[config.mk]
export PLATFORM = sky130hd
export DESIGN_NAME = smbus_regblk
export DESIGN_NICKNAME = d
export VERILOG_FILES = /design/src/rtl/smbrb_pkg.sv /design/src/rtl/smbrb_line_mon.sv /design/src/rtl/smbrb_regfile.sv /design/src/rtl/smbus_regblk.sv
export SDC_FILE = /design/constraint.sdc
export NUM_CORES = 1
export LEC_CHECK = 0
export ABC_CLOCK_PERIOD_IN_PS = 3940
export BUFFER_PORTS_ARGS = -buffer_cell sky130_fd_sc_hd__buf_2
export CAP_MARGIN = 20
export CELL_PAD_IN_SITES_DETAIL_PLACEMENT = 0
export CELL_PAD_IN_SITES_GLOBAL_PLACEMENT = 2
export CORE_ASPECT_RATIO = 1.25
export CORE_UTILIZATION = 39
export CTS_CLUSTER_SIZE = 10
export DETAILED_ROUTE_END_ITERATION = 6
export HOLD_SLACK_MARGIN = 0.06
export PLACE_DENSITY = 0.8
export SETUP_SLACK_MARGIN = 0.4
export SYNTH_ARGS = -nofsm -noshare
export SYNTH_HDL_FRONTEND = slang
export SYNTH_HIERARCHICAL = 1
export SYNTH_SLANG_ARGS = --single-unit
export TNS_END_PERCENT = 10
[constraint.sdc]
create_clock -name clk_i -period 3.94 [get_ports clk_i]
set_input_delay 0.394 -clock clk_i [delete_from_list [all_inputs] [get_ports clk_i]]
set_output_delay 0.394 -clock clk_i [all_outputs]
set_load 0.01 [all_outputs]
[src/rtl/smbrb_pkg.sv]
package smbrb_pkg;
  typedef enum logic [2:0] {
    ST_IDLE,
    ST_RX,
    ST_RACK,
    ST_TX,
    ST_MACK
  } state_e;

  typedef enum logic [1:0] {
    PH_ADDR,
    PH_OFFS,
    PH_CNT,
    PH_DATA
  } phase_e;
endpackage

[src/rtl/smbrb_line_mon.sv]
module smbrb_line_mon #(
  parameter int STAGES = 2
) (
  input  logic clk_i,
  input  logic rst_ni,
  input  logic scl_i,
  input  logic sda_i,
  output logic scl_o,
  output logic sda_o,
  output logic scl_rise_o,
  output logic scl_fall_o,
  output logic start_o,
  output logic stop_o
);
  logic [STAGES-1:0] scl_ff, sda_ff;
  logic scl_p, sda_p;

  always_ff @(posedge clk_i or negedge rst_ni) begin
    if (!rst_ni) begin
      scl_ff <= '1;
      sda_ff <= '1;
      scl_p  <= 1'b1;
      sda_p  <= 1'b1;
    end else begin
      scl_ff <= {scl_ff[STAGES-2:0], scl_i};
      sda_ff <= {sda_ff[STAGES-2:0], sda_i};
      scl_p  <= scl_ff[STAGES-1];
      sda_p  <= sda_ff[STAGES-1];
    end
  end

  assign scl_o      = scl_ff[STAGES-1];
  assign sda_o      = sda_ff[STAGES-1];
  assign scl_rise_o = scl_o & ~scl_p;
  assign scl_fall_o = ~scl_o & scl_p;
  // SDA edge while SCL held high
  assign start_o    = scl_o & scl_p & sda_p & ~sda_o;
  assign stop_o     = scl_o & scl_p & ~sda_p & sda_o;
endmodule

[src/rtl/smbrb_regfile.sv]
module smbrb_regfile #(
  parameter int NUM_REGS = 4,
  parameter logic [NUM_REGS*8-1:0] RST_VALS = '0,
  localparam int AW = (NUM_REGS > 1) ? $clog2(NUM_REGS) : 1
) (
  input  logic                  clk_i,
  input  logic                  rst_ni,
  input  logic                  we_i,
  input  logic [AW-1:0]         waddr_i,
  input  logic [7:0]            wdata_i,
  input  logic [AW-1:0]         raddr_i,
  output logic [7:0]            rdata_o,
  output logic [NUM_REGS*8-1:0] regs_o
);
  logic [7:0] regs_q [NUM_REGS];

  for (genvar g = 0; g < NUM_REGS; g++) begin : g_reg
    always_ff @(posedge clk_i or negedge rst_ni) begin
      if (!rst_ni)                              regs_q[g] <= RST_VALS[8*g +: 8];
      else if (we_i && waddr_i == AW'(g))       regs_q[g] <= wdata_i;
    end
    assign regs_o[8*g +: 8] = regs_q[g];
  end

  assign rdata_o = regs_q[raddr_i];
endmodule

[src/rtl/smbus_regblk.sv]
module smbus_regblk
  import smbrb_pkg::*;
#(
  parameter int NUM_REGS = 4,
  parameter logic [6:0] DEV_ADDR = 7'h69,
  parameter logic [NUM_REGS*8-1:0] RST_VALS = (NUM_REGS*8)'('h35),
  localparam int AW = (NUM_REGS > 1) ? $clog2(NUM_REGS) : 1
) (
  input  logic                  clk_i,
  input  logic                  rst_ni,
  input  logic                  scl_i,
  input  logic                  sda_i,
  output logic                  sda_oe_o,
  output logic [NUM_REGS*8-1:0] regs_o
);
  logic scl_s, sda_s, scl_rise, scl_fall, start_det, stop_det;

  smbrb_line_mon #(.STAGES(2)) u_mon (
    .clk_i, .rst_ni, .scl_i, .sda_i,
    .scl_o(scl_s), .sda_o(sda_s), .scl_rise_o(scl_rise), .scl_fall_o(scl_fall),
    .start_o(start_det), .stop_o(stop_det)
  );

  state_e     state_q;
  phase_e     phase_q;
  logic [3:0] cnt_q;
  logic [7:0] shreg_q, ptr_q, left_q;
  logic       oe_q, rd_q, mack_q;

  logic       in_range, ack_ok, we;
  logic [7:0] rdata, rd_byte, cnt_byte, ptr_inc;

  smbrb_regfile #(.NUM_REGS(NUM_REGS), .RST_VALS(RST_VALS)) u_rf (
    .clk_i, .rst_ni,
    .we_i(we), .waddr_i(ptr_q[AW-1:0]), .wdata_i(shreg_q),
    .raddr_i(ptr_q[AW-1:0]), .rdata_o(rdata), .regs_o(regs_o)
  );

  always_comb begin
    in_range = ptr_q < 8'(NUM_REGS);
    rd_byte  = in_range ? rdata : 8'h00;
    cnt_byte = in_range ? 8'(NUM_REGS) - ptr_q : 8'h00;
    ptr_inc  = (ptr_q != 8'hFF) ? ptr_q + 8'd1 : ptr_q;
    unique case (phase_q)
      PH_ADDR: ack_ok = shreg_q[7:1] == DEV_ADDR;
      PH_OFFS: ack_ok = shreg_q < 8'(NUM_REGS);
      PH_CNT:  ack_ok = shreg_q != 8'h00;
      default: ack_ok = (left_q != 8'h00) && in_range;
    endcase
    we = (state_q == ST_RX) && scl_fall && (cnt_q == 4'd8) &&
         (phase_q == PH_DATA) && ack_ok;
  end

  always_ff @(posedge clk_i or negedge rst_ni) begin
    if (!rst_ni) begin
      state_q <= ST_IDLE;
      phase_q <= PH_ADDR;
      cnt_q   <= '0;
      shreg_q <= '0;
      ptr_q   <= '0;
      left_q  <= '0;
      oe_q    <= 1'b0;
      rd_q    <= 1'b0;
      mack_q  <= 1'b0;
    end else if (start_det) begin
      state_q <= ST_RX;
      phase_q <= PH_ADDR;
      cnt_q   <= '0;
      oe_q    <= 1'b0;
    end else if (stop_det) begin
      state_q <= ST_IDLE;
      oe_q    <= 1'b0;
    end else begin
      unique case (state_q)
        ST_RX: begin
          if (scl_rise) begin
            shreg_q <= {shreg_q[6:0], sda_s};
            cnt_q   <= cnt_q + 4'd1;
          end else if (scl_fall && cnt_q == 4'd8) begin
            if (ack_ok) begin
              oe_q    <= 1'b1;
              state_q <= ST_RACK;
              unique case (phase_q)
                PH_ADDR: begin rd_q <= shreg_q[0]; phase_q <= PH_OFFS; end
                PH_OFFS: begin ptr_q <= shreg_q;  phase_q <= PH_CNT;  end
                PH_CNT:  begin left_q <= shreg_q; phase_q <= PH_DATA; end
                default: begin ptr_q <= ptr_inc;  left_q <= left_q - 8'd1; end
              endcase
            end else begin
              state_q <= ST_IDLE;
            end
          end
        end
        ST_RACK: begin
          if (scl_fall) begin
            cnt_q <= '0;
            if (rd_q) begin
              state_q <= ST_TX;
              shreg_q <= cnt_byte;
              oe_q    <= ~cnt_byte[7];
            end else begin
              state_q <= ST_RX;
              oe_q    <= 1'b0;
            end
          end
        end
        ST_TX: begin
          if (scl_fall) begin
            if (cnt_q == 4'd7) begin
              oe_q    <= 1'b0;
              state_q <= ST_MACK;
              cnt_q   <= '0;
            end else begin
              cnt_q   <= cnt_q + 4'd1;
              shreg_q <= {shreg_q[6:0], 1'b0};
              oe_q    <= ~shreg_q[6];
            end
          end
        end
        ST_MACK: begin
          if (scl_rise) mack_q <= ~sda_s;
          else if (scl_fall) begin
            if (mack_q) begin
              shreg_q <= rd_byte;
              oe_q    <= ~rd_byte[7];
              ptr_q   <= ptr_inc;
              state_q <= ST_TX;
              cnt_q   <= '0;
            end else begin
              state_q <= ST_IDLE;
            end
          end
        end
        default: ;
      endcase
    end
  end

  assign sda_oe_o = oe_q;
endmodule

# Word level (Yosys, flattened, before mapping)
# Cells that the tools add are included.
classes:
  n_addsub: 4
  magnitude_cmp: 3
  eq_ne: 43
  n_mux: 68
  bitwise_logic: 19
  n_reduce_logical: 33
op_table:
  columns: ["cell", "count"]
  rows:
  - ["8-bit 2-to-1 mux", 19]
  - ["8-bit case mux with 2 select lines", 3]
  - ["4-bit 2-to-1 mux", 9]
  - ["4-bit != test (second input constant)", 8]
  - ["8-bit case mux with 4 select lines", 1]
  - ["3-bit 2-to-1 mux", 9]
  - ["2-bit != test (second input constant)", 12]
  - ["2-bit 2-to-1 mux", 9]
  - ["3-bit != test (second input constant)", 6]
  - ["8-bit binary-select mux with 2-bit select", 1]
  - ["8-bit by 3-bit < comparator with 1-bit output (second input constant)", 2]
  - ["4-bit case mux with 4 select lines", 1]
  - ["8-bit AND reduction", 2]
  - ["8-bit nonzero test", 2]
  - ["7-bit AND reduction", 2]
  - ["1-bit 2-to-1 mux", 12]
  - ["3-bit case mux with 4 select lines", 1]
  - ["1-bit NOT", 11]
  - ["11-bit AND reduction", 1]
  - ["1-bit logical AND", 10]
  - ["10-bit AND reduction", 1]
  - ["9-bit AND reduction", 1]
  - ["8-bit by 1-bit adder with 8-bit output (second input constant)", 1]
  - ["2-bit == test (second input constant)", 4]
  - ["27 further kinds", 42]
word_totals:
  regBits: 74
  input_bits: 4
  out_inout_bits: 33
  wordCells: 187

# Depth between registers and ports, before layout
# Gate-level depths: netlist of the first run.
depth:
  ltp_word: 12
  depth_mapped: 10
  ltp_nobuf: 9

# Modules after synthesis
# Netlist of the first run, hierarchy kept.
modules_own_cells:
  columns: ["module", "instances", "cells_each", "area_per_inst_um2", "seq_area_each_um2"]
  rows:
  - ["smbus_regblk", 1, 306, 2521.2, 900.9]
  - ["smbrb_regfile", 1, 78, 1406.3, 805.8]
  - ["smbrb_line_mon", 1, 10, 190.2, 157.7]

# Worst setup path before layout of the first run
# No wires, ideal clock.
synth_path:
  path_kind: "flip-flop to flip-flop"
  startpoint: "reg ptr_q[5]"
  endpoint: "reg u_rf.regs_q (netlist bit u_rf/regs_o[1])"
  setup_ns: 0.125
  t_arrival_ns: 3.165
  required_time_ns: 3.815
  slack_ns: 0.650
  stages_incl_launch_ff: 8
  n_path_buf: 0
  period_less_slack_ns: 3.290
  path_cell_list: "dfrtp_1 -> or3_1 -> or4_4 -> a311oi_2 -> nor2_2 -> nor4_1 -> nor3b_4 -> mux2_2"
synth_via:
  elab_chain_len: 5
synth_lines:
  columns: ["item", "line_no", "source"]
  rows:
  - ["from (decl)", "smbus_regblk.sv:27", "logic [7:0] shreg_q, ptr_q, left_q;"]
  - ["from (signal assigned)", "smbus_regblk.sv:87", "default: begin ptr_q <= ptr_inc; left_q <= left_q - 8'd1; end"]
  - ["from (signal assigned)", "smbus_regblk.sv:126", "ptr_q <= ptr_inc;"]
  - ["8-bit by 3-bit < comparator with 1-bit output", "smbus_regblk.sv:40", "in_range = ptr_q < 8'(NUM_REGS);"]
  - ["1-bit logical AND", "smbus_regblk.sv:48", "default: ack_ok = (left_q != 8'h00) && in_range;"]
  - ["1-bit case mux with 3 select lines", "smbus_regblk.sv:44", "unique case (phase_q)"]
  - ["1-bit logical AND", "smbus_regblk.sv:51", "(phase_q == PH_DATA) && ack_ok;"]
  - ["named net we", "smbus_regblk.sv:30", "logic in_range, ack_ok, we;"]
  - ["1-bit logical AND", "smbrb_regfile.sv:20", "else if (we_i && waddr_i == AW'(g)) regs_q[g] <= wdata_i;"]
  - ["to (signal, indexed assignment)", "smbrb_regfile.sv:19", "if (!rst_ni) regs_q[g] <= RST_VALS[8*g +: 8];"]
  - ["to (signal, indexed assignment)", "smbrb_regfile.sv:20", null]
  - ["to (decl)", "smbrb_regfile.sv:15", "logic [7:0] regs_q [NUM_REGS];"]
# The timed path passes the listed nets, and every way through them passes these cells.
# A chain may end at the register's enable or synchronous reset.

# Worst setup path after layout of the first run
layout_path:
  startpoint: "reg phase_q[0]"
  endpoint: "reg u_rf.regs_q (netlist bit u_rf/regs_o[7])"
layout_via:
  elab_chain_len: 4
layout_lines:
  columns: ["item", "line_no", "source"]
  rows:
  - ["from (decl)", "smbus_regblk.sv:25", "phase_e phase_q;"]
  - ["from (signal assigned)", "smbus_regblk.sv:57", "phase_q <= PH_ADDR;"]
  - ["from (signal assigned)", "smbus_regblk.sv:67", "phase_q <= PH_ADDR;"]
  - ["from (signal assigned)", "smbus_regblk.sv:84", "PH_ADDR: begin rd_q <= shreg_q[0]; phase_q <= PH_OFFS; end"]
  - ["2-bit == test (tied with other cells)", "smbus_regblk.sv:44", null]
  - ["1-bit case mux with 3 select lines / 1-bit logical AND (equally long branches)", "smbus_regblk.sv:44, smbus_regblk.sv:50", null]
  - ["1-bit logical AND *", "smbus_regblk.sv:51", null]
  - ["named net we", "smbus_regblk.sv:30", null]
  - ["1-bit logical AND *", "smbrb_regfile.sv:20", null]
# Mark *: on every way through the listed nets, which the timed path passes. The rest lies on a longest branch.

==> key figures, run 1 <==
Global route
  – Tot GR Track Use: between 20% and 30%
  – Vias in the first global route: a little over 3000
  – Antenna violations before repair: 0
  – GRT overflow: 0
  – Gr busiest metal: met2
  – Global-route wire length before repair: 16.8 mm
  – Met1 Use GR: between 20% and 30%
  – Pin count of the biggest net entering global routing: 75
  – GR Util met2: between 30% and 40%
  – Met3 Use GR: 3.42%

Min path
  – Hold EP: u_mon/scl_ff[0]
  – Hold Crit Class: in -> reg
  – Min-delay src: scl_i
  – WHS Path Cells: 1

Floorplanning
  – Die W: 93.9 um
  – Die H: 117 um
  – Initial core utilization: 40.5%
  – Cell Rows: 41
  – Die Area: roughly 11000 um2
  – Core area: slightly above 10000 um2
  – Top Ports: 37

Power and ir drop
  – Leak: 2.19 nW
  – Pwr Density: 422 nW/um2
  – Internal: 0.00140 W
  – Comb pwr share: 10.0%
  – Switch share: 29.2%
  – Net Switching: 0.000577 W
  – Sequential share of power: 48.3%
  – Clock Power Share: about two fifths
  – Max VDD drop: 0.263 mV

Timing
  – Crit share post-route: between 80% and 90%
  – Clk_skew: 6.80 ps
  – Endpoints failing setup: 0
  – Slew margin rel.: a little over a third
  – RSZ-0062 raised after global routing: no
  – Post-route setup TNS: 0 ps
  – Final hold vios: 0
  – Final min period: 3320 ps
  – Max Clock Freq: 301 MHz
  – Worst-margin pin slew: 965 ps
  – Fin Hold WS: 157 ps
  – Final Max Tran Viols: 0

Synthesis
  – Synthesis warning total: 6
  – Predominant post-synthesis flop cell: dfrtp_1
  – Top cells by area, synth: dfrtp_1 (39%), mux2_2 (9.3%), dfstp_2 (6.4%)
  – Cell accounting for the most synthesized area: dfrtp_1
  – Yosys reg bits: 74
  – Sequential share of the synthesized area: around 45%
  – Synthesized area: 4120 um2
  – Avg Cell Area, Syn: 10.5 um2
  – Post-synth top area share: between 30% and 40%
  – Syn_nets: 409
  – Number of synthesized flops with an enable pin: 0
  – Post-Syn Instances: 394
  – Post-synth ARST share: 100%
  – Synth cell types: 68

Drt
  – Routed via count: roughly 3200
  – DR WL/cell: 18.4 um
  – Final wirelength: 10.3 mm
  – Drt drc: 0
  – DRT iter0 DRCs: 173
  – Antenna viol nets, final: 0
  – First-pass iteration count of the detailed router: 4
  – Via/cell ratio: 5.66

CTS
  – CTS tree: done
  – Post-CTS resize count: 0
  – CTS Buffer Depth: 2
  – Clk sink count: 74
  – CTS Buf Count: 9
  – Reg clk slew, reported paths: approximately 60 ps
  – Clock Latency Late Sink: between 300 and 400 ps
  – Htree depth: 3
  – Root Driver: clkbuf_16

Placement
  – IO buf count: 36
  – Placed cells: 544
  – GP Congestion: 0.810
  – DP Wirelength: 7.21 mm

Worst setup path
  – Required time of the worst setup path: 4160 ps
  – Critical Path End Type: register
  – R2r setup slk: 620 ps
  – Largest fanout on the critical path: 11
  – Worst EP arrival: 3540 ps
  – Slowest-stage cell, CP: dfrtp_1
  – Cells on worst reg2reg path: 11
  – Worst Setup Path Type: reg -> reg
  – Critical path, cell by cell: inv_1, ha_1, inv_1, a41o_1, a31oi_1, nor2_2, nor4_1, buf_4, nor3b_4, buf_4, mux2_2
  – Setup crit start kind: register
  – Reg2reg end: u_rf/regs_o[7]
  – R2r startpoint: phase_q[0]
  – Slowest stage delay, CP: 420 ps
  – Critical Path Start: phase_q[0]

Job
  – Max-cap check violation count: 0

Cells and area
  – Nets: around 440
  – Area occupied by multi-input gates: 2110 um2
  – Fin cells: 561
  – FF+latch area: about 1900 um2
  – Fill cell count: 946
  – Synthesis-to-finish area growth: 13.9%
  – Share of cells above drive strength 1: 28.2%
  – Ant diodes: 0

Status
  – Status: finished, final reports clean
==> worst max-delay path, delay by kind of cell (launching register included) <==
kind	cells	cell delay, ps
buffers and inverters	4	770
adders and majority gates	1	370
and+or+nand+nor	3	690
DFF	1	420
muxes	1	340
AOI/OAI and AO/OA	2	600
==> cell usage in the layout, fill, tap and decap left out, drive strengths merged, types with 6 or more instances in the layout <==
cell     n
a21oi   30
a22oi    6
buf     38
clkbuf  12
dfrtp   64
dfstp   10
ha      11
inv     16
mux2    35
mux2i    7
mux4     8
nand2   39
nand3   10
nor2    23
nor2b    7
nor3    13
o21ai   30
o22ai    6
==> repair_timing <==
action / in CTS / in global routing
setup endpoints to repair: 0 / 8
buffers inserted: 0 / 1
hold buffers: 0 / 0
==> kinds of logic (layout without fill, tap and decap cells) <==
family	after synthesis	in the layout	share of synthesized area, %
AND/OR/NAND/NOR	128	128	16.9
AO/OA/AOI/OAI	97	97	14.9
flip-flops	74	74	45.3
multiplexers	50	50	15.6
buffers and inverters	32	70	3.52
adder cells (fa/ha/maj)	11	11	3.34
XOR/XNOR	2	2	0.425
==> flip-flops by register name, indices dropped and copies added (netlist names) <==
name          flops
u_mon/sda_ff      2
cnt_q             4
u_mon/scl_p       1
ptr_q             8
state_q           3
sda_oe_o          1
rd_q              1
mack_q            1
u_mon/scl_ff      2
left_q            8
u_rf/regs_o      32
phase_q           2
u_mon/sda_p       1
shreg_q           8
==> cells in the mapped netlist (all sizes together), types with 8 or more instances <==
cell and n:
nand2 39, buf 8, dfstp 10, dfrtp 64
mux4 8, mux2 35, nor2 23, o21ai 30
a21oi 30, inv 16, nor3 13, ha 11
nand3 10, clkbuf 8
==> layer usage <==
metal  wire, um  part of all wire (%)
met2       5260                    51
met1       4620                    45
met4        112                   1.1
met5          0                     0
met3        321                   3.1
==> power groups by stage <==
stage	Sequential, W	Clock, W	Combinational (W)
2_1_floorplan	0.000897	0	0.000150
3_3_place_gp	0.000970	0	0.000197
3_5_place_dp	0.000970	0	0.000201
4_1_cts	0.000956	0.000837	0.000203
5_1_grt	0.000966	0.000878	0.000232
6_report	0.000956	0.000824	0.000198
==> worst max-delay path by stage <==
stage,end,slack (ps),depth (start not counted)
2_1_floorplan,u_rf/regs_o[1],650,7
3_3_place_gp,u_rf/regs_o[3],660,10
3_5_place_dp,u_rf/regs_o[7],550,10
4_1_cts,u_rf/regs_o[7],560,10
5_1_grt,u_rf/regs_o[1],420,11
6_report,u_rf/regs_o[7],620,11
==> cell type report <==
cell class              count  area share, %
well taps                 129           3.44
inverters                  16           1.28
multi-input cells         288           45.0
flip-flops and latches     74           39.8
repair buffers             38           4.22
clock buffers              12           5.26
clock inverters             4           1.09
==> through the flow <==
step                      setup WS [ps]  utilization, %  area, um2  total power, W
final                               622            46.2       4690         0.00198
after global routing                415            46.2       4690         0.00208
after CTS                           556            46.1       4680         0.00200
after detailed placement            548            43.2       4380         0.00117
after global placement              663            43.2       4380         0.00117
after floorplan                     650               -       4120         0.00105
(Power assumes the default switching activity.)
==> inputs of run 2 (changes only) <==
--- a/config.mk
+++ b/config.mk
@@ -5,17 +5,17 @@
 export SDC_FILE = /design/constraint.sdc
 export NUM_CORES = 1
 export LEC_CHECK = 0
-export ABC_CLOCK_PERIOD_IN_PS = 3940
+export ABC_CLOCK_PERIOD_IN_PS = 3000
 export BUFFER_PORTS_ARGS = -buffer_cell sky130_fd_sc_hd__buf_2
 export CAP_MARGIN = 20
 export CELL_PAD_IN_SITES_DETAIL_PLACEMENT = 0
 export CELL_PAD_IN_SITES_GLOBAL_PLACEMENT = 2
 export CORE_ASPECT_RATIO = 1.25
-export CORE_UTILIZATION = 39
+export CORE_UTILIZATION = 35
 export CTS_CLUSTER_SIZE = 10
 export DETAILED_ROUTE_END_ITERATION = 6
 export HOLD_SLACK_MARGIN = 0.06
-export PLACE_DENSITY = 0.8
+export PLACE_DENSITY = 0.76
 export SETUP_SLACK_MARGIN = 0.4
 export SYNTH_ARGS = -nofsm -noshare
 export SYNTH_HDL_FRONTEND = slang
==> constraint.sdc (replaced) <==
create_clock -name clk_i -period 3 [get_ports clk_i]
set_input_delay 0.3 -clock clk_i [delete_from_list [all_inputs] [get_ports clk_i]]
set_output_delay 0.3 -clock clk_i [all_outputs]
set_load 0.01 [all_outputs]
==> run 2 against run 1 <==
Clock skew up 1.1 ps. Die area up 11%. Total power up 34%. Final cell count up 5.7%. Largest cell class unchanged. Largest power group unchanged.
==> key figures, run 2 (synthesized netlist as in run 1, its figures left out) <==
Cells and area
  – Nets: 468 (+5.9%)
  – Synthesis-to-finish area growth: 21.2%
  – Commonest non-fill, non-tap cell in the layout: dfrtp_1
  – FF+latch area: 1860 um2 (unchanged)
  – Share of cells above drive strength 1: 33.2% (+4.9 points)
  – Fin area: 4990 um2 (+6.4%)
  – Max reg flops: 32 (unchanged)
  – Ant diodes: 0 (unchanged)
  – Most frequent cells in the layout: dfrtp_1 (64), nand2_1 (38), buf_2 (35), mux2_2 (30), a21oi_1 (29)
  – Fill cell count: 1120 (+18%)
  – Area occupied by multi-input gates: 2190 um2 (+4.1%)
  – Fin util: 44.2% (-2.0 points)

Power and ir drop
  – Pwr Density: 531 nW/um2 (+26%)
  – Comb pwr share: 13.6% (+3.6 points)
  – Leak: 2.39 nW (+9.2%)
  – Clock Power Share: 40.7% (-1.0 points)
  – Total chip power: 0.00265 W (+34%)
  – Sequential share of power: 45.7% (-2.6 points)
  – Internal: 0.00185 W (+32%)
  – Switch share: 30.1% (+0.99 points)
  – Max VDD drop: 0.384 mV (+46%)
  – Net Switching: 0.000799 W (+39%)

Drt
  – Via/cell ratio: 5.66 (-0.13%)
  – First-pass iteration count of the detailed router: 4 (unchanged)
  – Met3 routed WL: 467 um (+45%)
  – Drt drc: 0 (unchanged)
  – Routed via count: 3354 (+5.6%)
  – Final wirelength: 11.2 mm (+8.3%)
  – DR WL/cell: 18.8 um (+2.5%)
  – Metal-1 WL: 4.63 mm (+0.30%)
  – DRT iter0 DRCs: 126 (-27%)
  – Max layer used: met4
  – Met2 Routed Length: 5.92 mm (+13%)
  – Antenna viol nets, final: 0 (unchanged)

Timing
  – Clk_skew: 7.90 ps (+1.10 ps)
  – Final hold vios: 0 (unchanged)
  – Slew margin rel.: 35.8% (+0.17 points)
  – Worst-margin pin slew: 962 ps (-2.50 ps)
  – Final min period: 2640 ps (-678 ps)
  – Crit share post-route: 88.0% (+3.8 points)
  – Max Clock Freq: 379 MHz (+26%)
  – Endpoints failing setup: 0 (unchanged)
  – Final setup margin: 360 ps (-262 ps)
  – Post-route setup TNS: 0 ps (unchanged)
  – RSZ-0062 raised after global routing: yes
  – Final Max Tran Viols: 0 (unchanged)

CTS
  – Clk sink count: 74 (unchanged)
  – Root Driver: clkbuf_16
  – CTS Buf Count: 9 (unchanged)
  – Reg clk slew, reported paths: 60 ps (about the same)
  – Htree depth: 3 (unchanged)
  – CTS Buffer Depth: 2 (unchanged)
  – CTS tree: done
  – Clock Latency Late Sink: 330 ps (about the same)

Job
  – Max-cap check violation count: 0 (unchanged)

Worst setup path
  – R2r setup slk: 360 ps (-260 ps)
  – R2r startpoint: ptr_q[4]
  – Cells on worst reg2reg path: 8 (-3)
  – Largest fanout on the critical path: 3 (-8)
  – Required time of the worst setup path: 3220 ps (-940 ps)
  – Setup crit start kind: register
  – Critical Path End Type: register
  – Worst EP arrival: 2860 ps (-680 ps)
  – Worst Setup Path Type: reg -> reg
  – Reg2reg end: u_rf/regs_o[7]

Global route
  – Tot GR Track Use: 19.8% (-0.83 points)
  – Global-route wire length before repair: 18.1 mm (+7.3%)
  – Antenna violations before repair: 0 (unchanged)
  – Vias in the first global route: 3338 (+8.0%)
  – GRT overflow: 0 (unchanged)
  – Pin count of the biggest net entering global routing: 75 (unchanged)

Floorplanning
  – Die H: 123 um (+5.5%)
  – Top Ports: 37 (unchanged)
  – Cell Rows: 43 (+4.9%)
  – Die Area: 12200 um2 (+11%)
  – Core area: 11300 um2 (+11%)
  – Die W: 99.0 um (+5.4%)
  – Initial core utilization: 36.4% (-4.1 points)

Placement
  – DP Wirelength: 7.88 mm (+9.4%)
  – Post-place setup slack: 256 ps (-291 ps)
  – IO buf count: 36 (unchanged)
  – GP Congestion: 0.778 (-4.0%)
  – Post-DP Area: 4570 um2 (+4.3%)

Min path
  – Hold Crit Class: in -> async

Status
  – Status: finished, final reports clean
[run 2: repair_timing]
| item | CTS | global route |
|---|---|---|
| setup endpoints to repair | 35 | 46 |
| resized for setup | 4 | 9 |
| pin swaps | 1 | 1 |
| hold buffers | 2 | 0 |
| buffers inserted | 3 | 2 |
| endpoints found under the hold margin | 2 | 0 |
[run 2: critical path, cell delays in order, from the launching register on]
cell and delay, ps:
dfrtp_1 380, or3_4 390, or4_4 460, a311oi_4 290
nor2_4 70, nor4_4 200, nor3b_4 280, buf_6 150
mux2_2 320
[run 2: power by group through the flow]
stage | combinational (W) | clock [W] | sequential [W]
finish | 0.000362 | 0.00108 | 0.00121
global route | 0.000395 | 0.00114 | 0.00122
CTS | 0.000364 | 0.00110 | 0.00121
detailed placement | 0.000359 | 0 | 0.00123
global placement | 0.000356 | 0 | 0.00123
floorplan | 0.000204 | 0 | 0.00118
[run 2: cell type report]
cell class / count / share of cell area (%)
clock buffer: 10 / 4.59
clock inverter: 6 / 1.35
inverter: 16 / 1.20
multi-input combinational: 288 / 44.0
sequential: 74 / 37.4
tap: 135 / 3.39
timing repair buffer: 64 / 8.12
[run 2: per-stage QoR]
| step | hold WS, ps | instances |
|---|---|---|
| 6_report | 113 | 593 |
| 5_1_grt | 192 | 593 |
| 4_1_cts | 155 | 591 |
| 3_5_place_dp | 348 | 570 |
| 3_3_place_gp | 346 | 570 |
| 2_1_floorplan | 4.41 | 394 |
[run 2: worst max path at each step]
stage | from | to | slack [ps] | cells past startpoint
final | ptr_q[4] | u_rf/regs_o[7] | 360 | 8
after global routing | ptr_q[4] | u_rf/regs_o[2] | 280 | 8
after CTS | ptr_q[4] | u_rf/regs_o[1] | 300 | 8
after detailed placement | ptr_q[4] | u_rf/regs_o[8] | 260 | 8
after global placement | ptr_q[4] | u_rf/regs_o[9] | 290 | 8
after floorplan | ptr_q[5] | u_rf/regs_o[1] | 230 | 7
[run 2: per-layer routing]
metal | global-route usage (%) | up-vias
met2 | 36.0 | 83
li1 | - | 1568
met5 | 0 | -
met4 | 7.00 | 0
met1 | 23.3 | 1692
met3 | 3.67 | 11
==> inputs of run 3 (changes only) <==
--- a/config.mk
+++ b/config.mk
@@ -15,10 +15,9 @@
 export CTS_CLUSTER_SIZE = 10
 export DETAILED_ROUTE_END_ITERATION = 6
 export HOLD_SLACK_MARGIN = 0.06
-export PLACE_DENSITY = 0.76
+export PLACE_DENSITY = 0.75
 export SETUP_SLACK_MARGIN = 0.4
 export SYNTH_ARGS = -nofsm -noshare
 export SYNTH_HDL_FRONTEND = slang
-export SYNTH_HIERARCHICAL = 1
 export SYNTH_SLANG_ARGS = --single-unit
 export TNS_END_PERCENT = 10
==> run 3 against run 2 <==
Combinational power down 3%. Register-to-register slack improved by 110 ps. Flip-flop and latch count stayed put. Critical path type unchanged. Largest cell class unchanged.
==> key figures, run 3 <==
Global route
  – Pin count of the biggest net entering global routing: 75 (unchanged)
  – GRT overflow: 0 (unchanged)
  – Tot GR Track Use: 20.3% (+0.55 points)
  – Global-route wire length before repair: 19.5 mm (+7.7%)
  – Vias in the first global route: 3550 (+6.4%)
  – Antenna violations before repair: 0 (unchanged)

CTS
  – Reg clk slew, reported paths: 60 ps (about the same)
  – Clk sink count: 74 (unchanged)
  – CTS Buffer Depth: 2 (unchanged)
  – Clock Latency Late Sink: 340 ps (about the same)
  – CTS tree: done
  – CTS Buf Count: 9 (unchanged)
  – Htree depth: 3 (unchanged)
  – Root Driver: clkbuf_16

Synthesis
  – Top cell types by occurrence after synthesis: dfrtp_1 (64), mux2_2 (33), nand2_1 (30)
  – Synth cell types: 62 (-8.8%)
  – Top cells by area, synth: dfrtp_1 (37%), mux2_2 (8.7%), dfstp_2 (6.1%)
  – Post-synth ARST share: 100% (unchanged)
  – Avg Cell Area, Syn: 10.5 um2 (+0.66%)
  – Number of synthesized flops with an enable pin: 0 (unchanged)
  – Predominant post-synthesis flop cell: dfrtp_1
  – Post-Syn Instances: 407 (+3.3%)
  – Yosys reg bits: 74 (unchanged)
  – Cell accounting for the most synthesized area: dfrtp_1
  – Synthesis warning total: 0 (-6)
  – Syn_nets: 423 (+3.4%)
  – Synthesized area: 4280 um2 (+4.0%)
  – Sequential share of the synthesized area: 43.5% (-1.7 points)
  – Top-count cell post-synth: dfrtp_1
  – Post-synth top area share: 37.4% (-1.5 points)

Worst setup path
  – CP delay by family, top: simple AND/OR/NAND/NOR gates
  – Slowest-stage cell, CP: or3b_2
  – R2r startpoint: left_q[0]
  – Critical Path End Type: register
  – Crit path buf inv count: 1 (unchanged)
  – Cells on worst reg2reg path: 8 (unchanged)
  – Largest fanout on the critical path: 8 (+5)
  – Setup crit start kind: register
  – Slowest stage delay, CP: 480 ps (+20 ps)
  – Worst EP arrival: 2750 ps (-110 ps)
  – Reg2reg end: u_rf.regs_o[23]
  – Worst Setup Path Type: reg -> reg
  – Critical path, cell by cell: inv_1, ha_2, or3b_2, nand2b_1, a31o_1, o211a_4, nand3_4, mux2_2
  – Required time of the worst setup path: 3220 ps (about the same)
  – R2r setup slk: 470 ps (+110 ps)

Power and ir drop
  – Max VDD drop: 0.292 mV (-24%)
  – Clock Power Share: 42.8% (+2.1 points)
  – Net Switching: 0.000735 W (-8.0%)
  – Comb pwr share: 13.6% (about the same)
  – Sequential share of power: 43.7% (-2.0 points)
  – Switch share: 28.5% (-1.6 points)
  – Leak: 2.39 nW (about the same)
  – Total chip power: 0.00258 W (-2.8%)
  – Internal: 0.00184 W (-0.51%)
  – Pwr Density: 502 nW/um2 (-5.5%)

Timing
  – Crit share post-route: 84.2% (-3.8 points)
  – Slew margin rel.: 36.7% (+0.88 points)
  – Final Max Tran Viols: 0 (unchanged)
  – Final hold vios: 0 (unchanged)
  – Clk_skew: 6.86 ps (-1.04 ps)
  – Post-route setup TNS: 0 ps (unchanged)
  – Worst-margin pin slew: 949 ps (-13.2 ps)
  – Max Clock Freq: 396 MHz (+4.5%)
  – Endpoints failing setup: 0 (unchanged)
  – Final min period: 2530 ps (-115 ps)
  – RSZ-0062 raised after global routing: yes

Floorplanning
  – Die H: 126 um (+1.9%)
  – Core area: 11800 um2 (+4.3%)
  – Die Area: 12700 um2 (+3.9%)
  – Top Ports: 37 (unchanged)
  – Die W: 101 um (+1.9%)
  – Cell Rows: 44 (+2.3%)
  – Initial core utilization: 36.3% (-0.10 points)

Drt
  – Antenna viol nets, final: 0 (unchanged)
  – Via/cell ratio: 5.54 (-2.1%)
  – Drt drc: 0 (unchanged)
  – DR WL/cell: 18.9 um (+0.53%)
  – Final wirelength: 11.9 mm (+6.1%)
  – First-pass iteration count of the detailed router: 4 (unchanged)
  – DRT iter0 DRCs: 248 (+97%)
  – Routed via count: 3468 (+3.4%)

Job
  – Max-cap check violation count: 0 (unchanged)

Placement
  – DP Wirelength: 8.54 mm (+8.3%)
  – IO buf count: 36 (unchanged)
  – Post-DP Area: 4770 um2 (+4.2%)
  – GP Congestion: 0.816 (+4.9%)

Min path
  – Hold Crit Class: in -> async

Cells and area
  – Share of cells above drive strength 1: 32.0% (-1.1 points)
  – Nets: 476 (+1.7%)
  – Fin area: 5130 um2 (+2.9%)
  – Synthesis-to-finish area growth: 19.9%
  – Ant diodes: 0 (unchanged)
  – Most frequent cells in the layout: dfrtp_1 (64), buf_2 (35), mux2_2 (33), nand2_1 (29), buf_4 (28)
  – Commonest non-fill, non-tap cell in the layout: dfrtp_1
  – Max reg flops: 32 (unchanged)

Status
  – Status: finished, final reports clean
-- run 3: repair_timing --
action / CTS / global route
hold endpoints to repair: 2 / 0
buffers inserted: 0 / 1
pin swaps: 0 / 5
setup endpoints to repair: 35 / 42
resized for setup: 2 / 6
hold buffers: 2 / 0
-- run 3: worst max path at each step --
stage | startpoint | endpoint | slack, ps | cells past startpoint
5_1_grt | state_q[2] | sda_oe_o | 360 | 7
2_1_floorplan | left_q[0] | u_rf.regs_o[1] | 600 | 9
4_1_cts | left_q[0] | ptr_q[2] | 340 | 9
3_3_place_gp | left_q[0] | ptr_q[7] | 360 | 8
6_report | left_q[0] | u_rf.regs_o[23] | 470 | 8
3_5_place_dp | left_q[0] | u_rf.regs_o[20] | 310 | 8
-- run 3: cell families (layout without fill, tap and decap cells) --
logic type,Yosys count,after routing,synth area share (%)
AOI/OAI and AO/OA,97,97,15.5
xor gates and xnor gates,1,1,0.205
adders and majority gates,12,12,3.51
buffers and inverters,36,94,3.36
DFF,74,74,43.5
muxes,55,55,16.3
and+or+nand+nor,132,132,17.6
-- run 3: area by class of cell --
cell class | count | area (um2)
flip-flops and latches | 74 | 1860
inverters | 13 | 48.8
fillers | 1187 | 6650
multi-input cells | 297 | 2310
well taps | 161 | 201
repair buffers | 65 | 405
clock buffers | 9 | 225
clock inverters | 7 | 77.6
-- run 3: through the flow --
stage / setup WS, ps / instances / hold WS, ps / util, %
2_1_floorplan: 601 / 407 / 4.41 / -
3_3_place_gp: 363 / 607 / 346 / 40.5
3_5_place_dp: 309 / 607 / 347 / 40.5
4_1_cts: 340 / 625 / 158 / 43.2
5_1_grt: 361 / 626 / 206 / 43.6
6_report: 474 / 626 / 114 / 43.6
-- run 3: power groups by stage --
stage | registers [W] | logic (W) | clock network [W]
floorplan | 0.00110 | 0.000213 | 0
global placement | 0.00114 | 0.000344 | 0
detailed placement | 0.00114 | 0.000349 | 0
CTS | 0.00112 | 0.000351 | 0.00112
global route | 0.00114 | 0.000396 | 0.00117
finish | 0.00113 | 0.000350 | 0.00110
-- run 3: routing by layer --
| metal | GRT usage [%] | up-vias | share of wire (%) |
|---|---|---|---|
| li1 | - | 1637 | - |
| met1 | 25.4 | 1733 | 43 |
| met2 | 35.3 | 82 | 51 |
| met3 | 3.77 | 16 | 3.7 |
| met4 | 6.05 | 0 | 1.7 |
| met5 | 0 | - | 0 |
